## config.mk

```make
export PLATFORM = sky130hd
export DESIGN_NAME = ctlreg_unit
export DESIGN_NICKNAME = d
export VERILOG_FILES = /design/src/rtl/ctlreg_pkg.sv /design/src/rtl/ctlreg_mode_eval.sv /design/src/rtl/ctlreg_ext_filter.sv /design/src/rtl/ctlreg_unit.sv
export SDC_FILE = /design/constraint.sdc
export NUM_CORES = 1
export LEC_CHECK = 0
export ABC_AREA = 1
export BUFFER_PORTS_ARGS = -buffer_cell sky130_fd_sc_hd__buf_2
export CORE_MARGIN = 8
export CORE_UTILIZATION = 45
export DETAILED_ROUTE_END_ITERATION = 12
export HOLD_SLACK_MARGIN = 0.02
export PLACE_DENSITY = 0.81
export SETUP_SLACK_MARGIN = 0.5
export SLEW_MARGIN = 20
export SYNTH_ARGS = -nofsm -noshare
export SYNTH_HDL_FRONTEND = slang
export SYNTH_SLANG_ARGS = --single-unit
```

## constraint.sdc

```tcl
create_clock -name clk_i -period 1.4 [get_ports clk_i]
set_input_delay 0.21 -clock clk_i [delete_from_list [all_inputs] [get_ports clk_i]]
set_output_delay 0.21 -clock clk_i [all_outputs]
set_load 0.005 [all_outputs]
```

## src/rtl/ctlreg_pkg.sv

```systemverilog
package ctlreg_pkg;

    // write targets
    typedef enum logic [2:0] {
        SEL_MODE  = 3'd0,
        SEL_ROOT  = 3'd1,
        SEL_EXT   = 3'd2,
        SEL_XMODE = 3'd3,
        SEL_IP    = 3'd4,
        SEL_CSW   = 3'd5
    } wr_sel_e;

    // mode register bits
    localparam int MB_PROT = 0;
    localparam int MB_MP   = 1;   // first of three coprocessor bits
    localparam int MB_EXT  = 4;
    localparam int MB_WP   = 16;
    localparam int MB_PAGE = 31;
    localparam logic [31:0] MODE_FLUSH_MASK = 32'h8001_0001;

    // extension register bits
    localparam int XB_WIDE = 5;
    localparam logic [31:0] EXT_FLUSH_MASK = 32'h0030_10B0;

    // extended-mode register bits
    localparam int EB_LME = 8;
    localparam int EB_LMA = 10;
    localparam int EB_SVM = 12;

    // capability inputs and the extension bits they gate
    localparam int NCAP = 5;
    localparam int CAP_POS [NCAP] = '{9, 21, 11, 22, 24};

    // shadow flag bits
    localparam int FL_PROT   = 0;
    localparam int FL_SEGADD = 1;
    localparam int FL_FPU    = 2;   // three bits
    localparam int FL_LMA    = 5;
    localparam int FL_CS64   = 6;
    localparam int FL_SVM    = 7;
    localparam int FL_FXS    = 8;
    localparam int FL_SMAP   = 9;
    localparam int FL_UMIP   = 10;

endpackage

```

## src/rtl/ctlreg_mode_eval.sv

```systemverilog
module ctlreg_mode_eval
    import ctlreg_pkg::*;
#(
    parameter int CREG_W = 32
) (
    input  logic [CREG_W-1:0] cur_i,
    input  logic [CREG_W-1:0] wdata_i,
    input  logic              lm_en_i,
    input  logic              lm_act_i,
    input  logic              wide_i,
    output logic [CREG_W-1:0] next_o,
    output logic              flush_o,
    output logic              enter_o,
    output logic              reject_o,
    output logic              leave_o
);
    localparam logic [CREG_W-1:0] FMASK = CREG_W'(MODE_FLUSH_MASK);

    logic pg_rise;

    always_comb begin
        next_o         = wdata_i;
        next_o[MB_EXT] = 1'b1;
        flush_o  = |((cur_i ^ next_o) & FMASK);
        pg_rise  = !cur_i[MB_PAGE] && next_o[MB_PAGE] && lm_en_i;
        enter_o  = pg_rise && wide_i;
        reject_o = pg_rise && !wide_i;
        leave_o  = cur_i[MB_PAGE] && !next_o[MB_PAGE] && lm_act_i;
    end
endmodule

```

## src/rtl/ctlreg_ext_filter.sv

```systemverilog
module ctlreg_ext_filter
    import ctlreg_pkg::*;
#(
    parameter int CREG_W = 32
) (
    input  logic [CREG_W-1:0] cur_i,
    input  logic [CREG_W-1:0] wdata_i,
    input  logic [NCAP-1:0]   cap_i,
    output logic [CREG_W-1:0] filt_o,
    output logic              flush_o
);
    localparam logic [CREG_W-1:0] FMASK = CREG_W'(EXT_FLUSH_MASK);

    logic [CREG_W-1:0] kill;

    always_comb begin
        kill = '0;
        for (int g = 0; g < NCAP; g++) begin
            if (!cap_i[g]) kill[CAP_POS[g]] = 1'b1;
        end
        filt_o  = wdata_i & ~kill;
        flush_o = |((filt_o ^ cur_i) & FMASK);
    end
endmodule

```

## src/rtl/ctlreg_unit.sv

```systemverilog
module ctlreg_unit
    import ctlreg_pkg::*;
#(
    parameter int XLEN   = 64,
    parameter int CREG_W = 32,
    parameter int FLAG_W = 16
) (
    input  logic              clk_i,
    input  logic              rst_ni,
    input  logic              wr_en_i,
    input  logic [2:0]        wr_sel_i,
    input  logic [XLEN-1:0]   wr_data_i,
    input  logic [NCAP-1:0]   cap_i,
    output logic [CREG_W-1:0] mode_o,
    output logic [XLEN-1:0]   root_o,
    output logic [CREG_W-1:0] ext_o,
    output logic [CREG_W-1:0] xmode_o,
    output logic [XLEN-1:0]   ip_o,
    output logic [FLAG_W-1:0] flags_o,
    output logic              flush_o,
    output logic              fault_o
);
    localparam int HALF = XLEN / 2;

    typedef struct packed {
        logic [CREG_W-1:0] mode;
        logic [XLEN-1:0]   root;
        logic [CREG_W-1:0] ext;
        logic [CREG_W-1:0] xm;
        logic [XLEN-1:0]   ip;
        logic [FLAG_W-1:0] fl;
        logic              flush;
        logic              fault;
    } state_t;

    state_t st_d, st_q;

    logic [CREG_W-1:0] mode_next, ext_filt;
    logic              mode_flush, mode_enter, mode_reject, mode_leave;
    logic              ext_flush;

    ctlreg_mode_eval #(.CREG_W(CREG_W)) u_mode (
        .cur_i    (st_q.mode),
        .wdata_i  (wr_data_i[CREG_W-1:0]),
        .lm_en_i  (st_q.xm[EB_LME]),
        .lm_act_i (st_q.xm[EB_LMA]),
        .wide_i   (st_q.ext[XB_WIDE]),
        .next_o   (mode_next),
        .flush_o  (mode_flush),
        .enter_o  (mode_enter),
        .reject_o (mode_reject),
        .leave_o  (mode_leave)
    );

    ctlreg_ext_filter #(.CREG_W(CREG_W)) u_ext (
        .cur_i   (st_q.ext),
        .wdata_i (wr_data_i[CREG_W-1:0]),
        .cap_i   (cap_i),
        .filt_o  (ext_filt),
        .flush_o (ext_flush)
    );

    always_comb begin
        st_d       = st_q;
        st_d.flush = 1'b0;
        st_d.fault = 1'b0;
        if (wr_en_i) begin
            case (wr_sel_i)
                SEL_MODE: begin
                    st_d.flush = mode_flush;
                    if (mode_reject) begin
                        st_d.fault = 1'b1;
                    end else begin
                        st_d.mode = mode_next;
                        if (mode_enter) begin
                            st_d.xm[EB_LMA] = 1'b1;
                            st_d.fl[FL_LMA] = 1'b1;
                        end
                        if (mode_leave) begin
                            st_d.xm[EB_LMA]       = 1'b0;
                            st_d.fl[FL_LMA]       = 1'b0;
                            st_d.fl[FL_CS64]      = 1'b0;
                            st_d.ip[XLEN-1:HALF]  = '0;
                        end
                        st_d.fl[FL_PROT] = mode_next[MB_PROT];
                        if (!mode_next[MB_PROT]) st_d.fl[FL_SEGADD] = 1'b1;
                        st_d.fl[FL_FPU +: 3] = mode_next[MB_MP +: 3];
                    end
                end
                SEL_ROOT: begin
                    st_d.root  = wr_data_i;
                    st_d.flush = st_q.mode[MB_PAGE];
                end
                SEL_EXT: begin
                    st_d.ext         = ext_filt;
                    st_d.flush       = ext_flush;
                    st_d.fl[FL_FXS]  = ext_filt[CAP_POS[0]];
                    st_d.fl[FL_SMAP] = ext_filt[CAP_POS[1]];
                    st_d.fl[FL_UMIP] = ext_filt[CAP_POS[2]];
                end
                SEL_XMODE: begin
                    st_d.xm         = wr_data_i[CREG_W-1:0];
                    st_d.fl[FL_LMA] = wr_data_i[EB_LMA];
                    st_d.fl[FL_SVM] = wr_data_i[EB_SVM];
                end
                SEL_IP: begin
                    st_d.ip = wr_data_i;
                end
                SEL_CSW: begin
                    st_d.fl[FL_CS64] = wr_data_i[0];
                end
                default: ;
            endcase
        end
    end

    always_ff @(posedge clk_i or negedge rst_ni) begin
        if (!rst_ni) begin
            st_q              <= '0;
            st_q.mode[MB_EXT] <= 1'b1;
        end else begin
            st_q <= st_d;
        end
    end

    assign mode_o  = st_q.mode;
    assign root_o  = st_q.root;
    assign ext_o   = st_q.ext;
    assign xmode_o = st_q.xm;
    assign ip_o    = st_q.ip;
    assign flags_o = st_q.fl;
    assign flush_o = st_q.flush;
    assign fault_o = st_q.fault;
endmodule

```

== Word level (Yosys, flattened, before mapping) ==
Index checks and enable logic that the tools add are counted.

* Add/sub/neg operators: 0
* Multiply operators: 0
* Div/mod/pow operators: 0
* $lt $le $gt $ge: 0
* Equality and inequality tests: 8
* Shift-type cells: 0
* Mux-type cells: 21
* Bitwise logic cells: 6
* Reductions and logical operators: 24

{| class="wikitable"
|+ Operator list
! kind !! count
|-
| $mux W32 || 2
|-
| $pmux W32 S2 || 1
|-
| $and A32 B32 Y32 || 1
|-
| $not A25 Y32 || 1
|-
| $xor A32 B32 Y32 || 1
|-
| $xor A22 B22 Y22 || 1
|-
| $reduce_and A4 Y1 || 4
|-
| $mux W1 || 11
|-
| $reduce_and A2 Y1 || 4
|-
| $mux W7 || 1
|-
| $eq A3 B2 Y1 const B || 2
|-
| $eq A3 B3 Y1 const B || 2
|-
| $logic_and A1 B1 Y1 || 6
|-
| $pmux W1 S2 || 3
|-
| $reduce_bool A2 Y1 || 3
|-
| $reduce_or A6 Y1 || 1
|-
| $mux W2 || 2
|-
| $ne A2 B2 Y1 const B || 2
|-
| $eq A3 B1 Y1 const B || 1
|-
| $logic_not A1 Y1 || 3
|-
| $logic_not A3 Y1 || 1
|-
| $ne A3 B3 Y1 const B || 1
|-
| $pmux W1 S3 || 1
|-
| $reduce_and A3 Y1 || 1
|-
| other kinds (2) || 3
|}

* Bits in registers: 236
* Latch bits: 0
* Bits in writable memories: 0
* Bits in read-only memories: 0
* Input bits: 75
* Output and inout port bits: 242
* Word-level logic and storage cells: 74
* Memories kept: 0

== Longest topological paths before layout ==
Gate-level depths: netlist of the first run.

* Depth in word-level cells: 8
* Depth in mapped cells: 9
* Depth with buffers taken out: 9

== Modules after synthesis ==
From an unflattened synthesis of the first run, not the netlist that was laid out.

* Cells, all modules: 1080
* Area total of the unflattened synthesis: 9569.2 µm²

{| class="wikitable"
|+ By module, submodules not included
! module !! times used !! cells an instance !! area an instance (µm²)
|-
| ctlreg_unit || 1 || 957 || 8859.7
|-
| ctlreg_ext_filter || 1 || 69 || 362.8
|-
| ctlreg_mode_eval || 1 || 54 || 346.6
|}

== Worst setup path before layout of the first run ==
No wires, ideal clock.

* Path kind: register to register
* Start: register st_q (netlist bit mode_o[31])
* End: register st_q (netlist bit mode_o[10])
* Library setup time: 0.130 ns
* Arrival: 1.287 ns
* Slack: -0.016 ns
* Stages on the path, launching flop included: 8
* Path through: dfrtp_1 inv_1 ha_1 nand3_1 nand3_1 clkbuf_1 nand2_1 o21ai_0

* Longest elaborated chain between the ends: 6

{| class="wikitable"
|+ RTL lines
! what !! RTL line !! RTL
|-
| start, declared || ctlreg_unit.sv:36 || <nowiki>state_t st_d, st_q;</nowiki>
|-
| start signal, assigned || ctlreg_unit.sv:122 || <nowiki>st_q <= st_d;</nowiki>
|-
| $logic_not A1 Y1 || ctlreg_mode_eval.sv:25 || <nowiki>pg_rise = !cur_i[MB_PAGE] && next_o[MB_PAGE] && lm_en_i;</nowiki>
|-
| $logic_and A1 B1 Y1 (2 in a row) || ctlreg_mode_eval.sv:25 ||
|-
| $logic_and A1 B1 Y1 || ctlreg_mode_eval.sv:27 || <nowiki>reject_o = pg_rise && !wide_i;</nowiki>
|-
| $not A1 Y1 (no line) || n/a ||
|-
| $reduce_and A3 Y1 (no line) || n/a ||
|}

Every way passes these cells.
A chain may end at the register's enable or synchronous reset.

== Final worst setup path of the first run ==
* Start: register st_q (netlist bit mode_o[31])
* End: register st_q (netlist bit ip_o[47])

* Longest elaborated chain between the ends: 6

{| class="wikitable"
|+ RTL lines
! what !! RTL line
|-
| $logic_not A1 Y1 || ctlreg_mode_eval.sv:25
|-
| $logic_and A1 B1 Y1 (2 in a row) || ctlreg_mode_eval.sv:25
|-
| $logic_and A1 B1 Y1 || ctlreg_mode_eval.sv:27
|-
| $ne A2 B2 Y1 (no line) || n/a
|-
| $reduce_and A4 Y1 (no line) * || n/a
|}

Every way passes the cells marked *; elsewhere a longest branch is shown, timed or not.

==> results by group, run 1 <==
Outcome
  • Run status: finished, violations left
  • Failing checks: setup timing

CTS
  • # clock sinks: ~230
  • CTS tree: built
  • Root Driver: clkbuf_16
  • Maximum clock insertion buffer count: 3
  • Worst skew pair latency: 510 ps
  • CTS Buf Count: 24
  • CTS clk-pin slew, worst paths: 60 ps
  • Total number of H-tree levels: 1

Power
  • Pwr dens: 1490 nW/um2
  • Clock share of power: 32.6%
  • Int Power: 15.0 mW
  • Psw: approximately 6 mW
  • Combinational power share: a little over a quarter
  • Switching Fraction: 28.3%
  • Seq pwr share: 41.4%
  • Maximum vdd drop: 1.21 mV
  • Leak: 7.61 nW
  • Total power: 20.9 mW

Worst setup path
  • Crit-path max FO: 22
  • Crit-path leading delay family: flip-flops
  • Worst EP required: 1840 ps
  • Arrival @ worst endpoint: 1960 ps
  • Reg-to-Reg End: ip_o[47]
  • Reg2reg path depth: 7
  • Critical path buffer and inverter count: 2
  • Crit. End Element: register
  • Startpoint Class: register
  • Top cell by count, worst path: nand2_1
  • Slowest stage delay, CP: 410 ps
  • Slowest CP cell: dfrtp_1
  • Critical-path cell list: ha_1 -> nand2_1 -> inv_1 -> o211ai_4 -> buf_12 -> nand2_1 -> nand2_1
  • Reg2Reg Setup Slack: -120 ps
  • Crit path kind: register to register
  • R2R Path Start: mode_o[31]

GRT
  • GRT overflow: 0
  • Grt met2 use: 41.4%
  • Number of global-route vias before repair: about 8400
  • GR Util met1: between 20% and 30%
  • First-pass GRT wire length: 45700 um
  • Met3 Usage GRT: 5.69%
  • GRT Total Usage: approximately a quarter
  • GRT busiest layer: met2
  • Initial antenna violation count: 3
  • Largest net degree at the start of global routing: 50

Timing
  • Worst Skew: about 6.7 ps
  • Final hold violation count: 0
  • FMAX: 0.657 GHz
  • Min cycle time layout: 1520 ps
  • Final setup vio count: 48
  • RSZ-0062 raised after global routing: yes
  • Post-route setup slack: -121 ps
  • Period Utilization, post-route: 109%
  • Pins Over Slew Limit: 0

Floorplan
  • Starting density of the core: 45.4%
  • Die Wd: 155 um
  • Core area: 19200 um2
  • Row cnt: 51
  • I/O pin cnt: 317
  • Die Span Y: 155 um
  • Die Area: about 24000 um2

Synthesis
  • Mapped Area: ~8700 um2
  • Average size of a mapped cell: between 10 and 15 um2
  • Distinct cells, synth: 23
  • Seq/Total Area, Yosys: between 60 and 70%
  • Cell taking the most area after synthesis: dfrtp_1
  • Synth top area share: 65.5%
  • Area contributors post-synth: dfrtp_1 65%, nand2_1 13%, o21ai_0 5.5%, mux2_1 4.1%, o21ai_1 3.4%
  • Ys Warns: 0
  • FF+latch count, synth: ~230
  • Cells after Synth: between 800 and 900

Drt
  • Detailed-route wire length: 33600 um
  • Final ANT Viol Nets: 0
  • Initial detailed-routing violation count: 467
  • Vias after detailed routing: between 8000 and 9000
  • DRT Pass-1 Iters: 5
  • DR WL/cell: between 15 and 20 um
  • Residual DRC count: 0
  • Via density: 5.10

Cells and area
  • Syn-to-layout area delta: 61.2%
  • Area of the multi-input gates: 2890 um2
  • Non-filler instance count after layout: between 1500 and 2000
  • Register area: 5710 um2
  • Core Util, Final: 73.1%
  • Fillers: between 1000 and 1500
  • Final net count: 1476
  • Layout cell share with drive strength beyond 1: 45.4%

Placed design
  • Dpl hpwl: around 19000 um
  • Worst slack at placement: -78.2 ps
  • Number of instances in the placed design: 1422
  • RePlAce Congestion: 0.803
  • Port Buffer Count: 310

Min path
  • WHS Endpoint: xmode_o[15]
  • Hold Path Stages: 3
  • Hold Path Origin: wr_data_i[15]
  • Hold/Removal Path Class: primary input to register

Flow run
  • Maximum capacitance violations: 0
==> synthesized netlist by cell type <==
cell type and instances:
a21oi_1 3, buf_1 2, buf_2 16, buf_4 25
clkbuf_1 15, conb_1 2, dfrtp_1 228, ha_1 2
inv_1 45, inv_2 6, mux2_1 32, nand2_1 298
nand2_2 1, nand3_1 14, nor2_1 9, nor2_2 2
nor2_4 1, nor3_1 3, nor3_4 1, o211ai_2 1
o21ai_0 95, o21ai_1 60, or2_2 1
==> power groups by stage <==
stage / sequential, mW / clock, mW / combinational [mW]
final: 8.64 / 6.80 / 5.43
after global routing: 8.75 / 7.17 / 5.88
after CTS: 8.53 / 6.84 / 4.43
after detailed placement: 8.65 / 0 / 3.53
after global placement: 8.61 / 0 / 3.40
after floorplan: 8.73 / 0 / 1.27
==> worst max path at each step <==
| stage | from | end | cells past startpoint |
|---|---|---|---|
| final | mode_o[31] | ip_o[47] | 7 |
| after global routing | mode_o[31] | ip_o[47] | 7 |
| after CTS | mode_o[31] | ip_o[32] | 9 |
| after detailed placement | mode_o[31] | mode_o[27] | 7 |
| after global placement | mode_o[31] | flags_o[2] | 7 |
| after floorplan | mode_o[31] | ip_o[33] | 9 |
==> layer usage <==
| metal | vias up | routed length, um | part of all wire, % |
|---|---|---|---|
| li1 | 3827 | - | - |
| met1 | 4193 | 12600 | 38 |
| met2 | 451 | 16800 | 50 |
| met3 | 121 | 2510 | 7.5 |
| met4 | 0 | 1680 | 5.0 |
| met5 | - | 0 | 0 |
==> cell usage in the layout, fill, tap and decap left out, drive strengths merged <==
| cell | count |
|---|---|
| inv | 52 |
| diode | 4 |
| conb | 6 |
| mux2 | 32 |
| nor3 | 4 |
| nand3 | 14 |
| clkbuf | 41 |
| dfrtp | 228 |
| o21ai | 155 |
| buf | 506 |
| or2 | 1 |
| nand2 | 299 |
| ha | 2 |
| nor2 | 12 |
| a21oi | 3 |
| bufinv | 3 |
| o211ai | 1 |
| clkinv | 3 |
| dlygate4sd3 | 54 |
==> worst reg2reg max path, stage by stage (launching register included) <==
cell and delay (ps):
dfrtp_1 410, ha_1 210, nand2_1 110, inv_1 100, o211ai_4 250, buf_12 210
nand2_1 100, nand2_1 70
==> flip-flops by register name, summed over array words and instances (netlist names) <==
name	count
ip_o	64
mode_o	28
xmode_o	32
root_o	64
ext_o	32
flags_o	6
flush_o	1
fault_o	1
==> logic make-up (layout without fill, tap and decap cells) <==
family | count (synthesis) | in the layout | synth area share [%]
fa+ha+maj | 2 | 2 | 0.287
flops | 228 | 228 | 65.5
mux | 32 | 32 | 4.14
compound gates | 159 | 159 | 9.22
buf+inv | 109 | 659 | 6.00
other cells | 2 | 10 | 0.0862
simple gates | 330 | 330 | 14.8
==> per-stage QoR <==
| step | cell area, um2 | hold WS [ps] | TNS (ps) |
|---|---|---|---|
| global placement | 10800 | 131 | 0 |
| detailed placement | 10800 | 134 | -2760 |
| floorplan | 8840 | -85.6 | 0 |
| global route | 14000 | 47.2 | -6380 |
| CTS | 13000 | 23.3 | -490 |
| finish | 14000 | 36.8 | -2250 |
==> layout make-up <==
type	instances	share of cell area [%]
antenna	4	0.0713
tap	265	2.36
sequential	228	40.6
timing repair inverter	1	0.0445
inverter	51	1.43
clock inverter	6	0.775
clock buffer	37	5.27
multi-input combinational	529	20.6
timing repair buffer	564	28.8
==> repair_timing <==
action | 4_1_cts | 5_1_grt
cloned | 3 | 8
hold buffers | 54 | 0
endpoints found under the setup margin | 305 | 336
endpoints found under the hold margin | 310 | 0
gates resized for setup | 70 | 114
setup buffers | 81 | 70
pin swaps | 26 | 22
(Power assumes the default switching activity.)
==> run 2, diff against run 1 <==
Settings changed: ABC_AREA 1 to not set, CORE_ASPECT_RATIO set to 2, CORE_MARGIN 8 to not set, PLACE_DENSITY 0.81 to 0.8.
==> results by group, run 2 <==
Drt
  • Vias after detailed routing: 8265 (was 8592)
  • Final ANT Viol Nets: 0 (unchanged)
  • Residual DRC count: 0 (unchanged)
  • DR WL/cell: 25.1 um (was 19.9 um)
  • DRT Pass-1 Iters: 5 (unchanged)
  • Detailed-route wire length: 38500 um (was 33600 um)
  • Via density: 5.39 (was 5.10)
  • Initial detailed-routing violation count: 500 (was 467)

Outcome
  • Run status: finished, violations left (unchanged)
  • Failing checks: setup timing (unchanged)

CTS
  • Worst skew pair latency: 510 ps (about the same)
  • Total number of H-tree levels: 1 (unchanged)
  • # clock sinks: 228 (unchanged)
  • CTS clk-pin slew, worst paths: 80 ps (was 60 ps)
  • Root Driver: clkbuf_16 (unchanged)
  • Maximum clock insertion buffer count: 3 (unchanged)
  • CTS tree: built (unchanged)
  • CTS Buf Count: 21 (was 24)

Placed design
  • RePlAce Congestion: 0.823 (was 0.803)
  • Worst slack at placement: -326 ps (was -78.2 ps)
  • Port Buffer Count: 310 (unchanged)
  • Area post-placement: 11600 um2 (was 10800 um2)
  • Dpl hpwl: 17500 um (was 18800 um)

Floorplan
  • Die Area: 20100 um2 (was 24100 um2)
  • Die Wd: 101 um (was 155 um)
  • Core area: 18900 um2 (was 19200 um2)
  • Die Span Y: 199 um (was 155 um)
  • Starting density of the core: 46.3% (was 45.4%)
  • I/O pin cnt: 317 (unchanged)
  • Row cnt: 71 (was 51)

GRT
  • Number of global-route vias before repair: 8126 (was 8414)
  • First-pass GRT wire length: 46000 um (was 45700 um)
  • Largest net degree at the start of global routing: 48 (was 50)
  • GRT Total Usage: 30.7% (was 23.9%)
  • GRT overflow: 0 (unchanged)
  • Initial antenna violation count: 2 (was 3)

Synthesis
  • Ys Warns: 0 (unchanged)
  • Average size of a mapped cell: 14.2 um2 (was 10.1 um2)
  • Most numerous cell in the Yosys netlist: dfrtp_1 (was nand2_1)
  • Post-synth top flop: dfrtp_1 (unchanged)
  • Distinct cells, synth: 31 (was 23)
  • Mapped Area: 8760 um2 (was 8710 um2)
  • Area contributors post-synth: dfrtp_1 65%, mux2_2 18%, nand2_1 4.1%, a22o_1 3.2%, mux2_1 1.9% (was dfrtp_1 65%, nand2_1 13%, o21ai_0 5.5%, mux2_1 4.1%, o21ai_1 3.4%)
  • Seq/Total Area, Yosys: 65.1% (was 65.5%)
  • Synth top cells by count: 228 x dfrtp_1, 142 x mux2_2, 95 x nand2_1, 32 x a22o_1 (was 298 x nand2_1, 228 x dfrtp_1, 95 x o21ai_0, 60 x o21ai_1, 45 x inv_1)
  • EDFF count, synth: 0 (unchanged)
  • FF+latch count, synth: 228 (unchanged)
  • Synth top area share: 65.1% (was 65.5%)
  • Cell taking the most area after synthesis: dfrtp_1 (unchanged)
  • Cells after Synth: 616 (was 862)
  • Async SR Flop Fraction: 100% (unchanged)

Timing
  • Final hold violation count: 0 (unchanged)
  • Worst Skew: 17.0 ps (was 6.70 ps)
  • Period Utilization, post-route: 152% (was 109%)
  • RSZ-0062 raised after global routing: yes (unchanged)
  • Min cycle time layout: 2130 ps (was 1520 ps)
  • Pins Over Slew Limit: 0 (unchanged)
  • Post-route setup slack: -731 ps (was -121 ps)
  • Final setup vio count: 70 (was 48)
  • FMAX: 0.469 GHz (was 0.657 GHz)

Worst setup path
  • Slowest stage delay, CP: 410 ps (about the same)
  • Crit path kind: register to register (unchanged)
  • Arrival @ worst endpoint: 2500 ps (was 1960 ps)
  • Crit-path max FO: 8 (was 22)
  • Crit. End Element: register (unchanged)
  • Startpoint Class: register (unchanged)
  • Worst EP required: 1770 ps (was 1840 ps)
  • Critical-path cell list: inv_2 -> ha_4 -> nand3b_1 -> and3_4 -> o211ai_1 -> buf_4 -> buf_8 -> a22o_1 (was ha_1 -> nand2_1 -> inv_1 -> o211ai_4 -> buf_12 -> nand2_1 -> nand2_1)
  • Slowest CP cell: dfrtp_1 (unchanged)

Cells and area
  • Most frequent cells in the layout: 290 x buf_2, 227 x dfrtp_1, 201 x buf_4 (was 301 x buf_2, 255 x nand2_1, 226 x dfrtp_1)
  • Syn-to-layout area delta: 79.3% (was 61.2%)
  • Final net count: 1341 (was 1476)
  • Layout cell share with drive strength beyond 1: 67.2% (was 45.4%)
  • Most common cell after layout, fill and taps aside: buf_2 (unchanged)
  • Core Util, Final: 83.0% (was 73.1%)
  • Design Area, Final: 15700 um2 (was 14000 um2)

Min path
  • Hold/Removal Path Class: primary input to register (unchanged)

Power
  • Pwr dens: 1430 nW/um2 (was 1490 nW/um2)
  • Leak: 8.38 nW (was 7.61 nW)
  • Maximum vdd drop: 1.16 mV (was 1.21 mV)

Flow run
  • Maximum capacitance violations: 0 (unchanged)
run 2: cell types whose count changed in the layout (fill, tap and decap cells not counted), moves of 26 or more:
| cell | previous run | this run |
|---|---|---|
| buf_4 | 154 | 201 |
| a22o_1 | 0 | 31 |
| mux2_1 | 26 | 0 |
| mux2_4 | 6 | 155 |
| inv_1 | 42 | 4 |
| o21ai_1 | 96 | 1 |
| o21ai_0 | 48 | 3 |
| buf_6 | 32 | 67 |
| nand2_1 | 255 | 56 |
run 2: cell families (layout without fill, tap and decap cells):
logic type / count (synthesis) / count (layout) / share of synthesized area [%]
XOR/XNOR: 8 / 8 / 0.800
adder cells (fa/ha/maj): 2 / 2 / 0.286
flip-flops: 228 / 228 / 65.1
buffers and inverters: 53 / 710 / 3.41
multiplexers: 160 / 160 / 20.5
AND/OR/NAND/NOR: 118 / 118 / 5.67
AO/OA/AOI/OAI: 45 / 45 / 4.10
other: 2 / 8 / 0.0857
run 2: power by group:
part | switching [mW] | total [mW] | internal (mW)
registers | 0.999 | 8.97 | 7.98
logic | 2.91 | 7.63 | 4.71
clock network | 2.68 | 5.93 | 3.25
total | 6.60 | 22.5 | 15.9
run 2: area by class of cell:
class,instances,area (um2)
timing repair buffer,668,5280
fill,884,3210
tap,255,319
clock inverter,11,116
sequential,228,5710
antenna,2,5.00
clock buffer,25,561
multi-input combinational,339,3700
inverter,6,22.5
run 2: final timing paths:
| kind | start | endpoint | slack [ps] | cells after the start |
|---|---|---|---|---|
| max | mode_o[31] | ip_o[56] | -730 | 8 |
| min | wr_data_i[12] | root_o[12] | 50 | 2 |
| max reg2reg | mode_o[31] | ip_o[56] | -730 | 8 |
| min reg2reg | ext_o[8] | ext_o[8] | 480 | 2 |
| max in group asynchronous | rst_ni | root_o[63] | 630 | 3 |
| min in group asynchronous | rst_ni | xmode_o[7] | 190 | 2 |
run 2: critical path, delay by kind of cell (launching register included):
| family | cells | cell delay [ps] |
|---|---|---|
| compound gates | 2 | 650 |
| flops | 1 | 410 |
| buf+inv | 3 | 400 |
| simple gates | 2 | 400 |
| fa+ha+maj | 1 | 130 |
run 2: routing by layer:
metal	share of wire [%]	global-route usage, %
met5	0	0
met4	7.8	18.6
met3	6.6	5.60
met2	53	56.5
met1	33	31.7
run 2: repair_timing:
action,4_1_cts,5_1_grt
endpoints found under the hold margin,333,0
hold buffers,69,0
pin swaps,12,39
setup buffers,130,88
setup endpoints to repair,369,471
gates resized for setup,41,152
cloned,7,8
run 2: stage by stage:
stage | std cells | hold WS (ps) | total power, mW | TNS, ps
after floorplan | 620 | -85.6 | 10.9 | -15960
after global placement | 1194 | 139 | 13.1 | -14500
after detailed placement | 1194 | 146 | 13.3 | -20590
after CTS | 1436 | 33.1 | 20.4 | -16430
after global routing | 1534 | 51.9 | 23.3 | -32980
final | 1534 | 53.9 | 22.5 | -31670
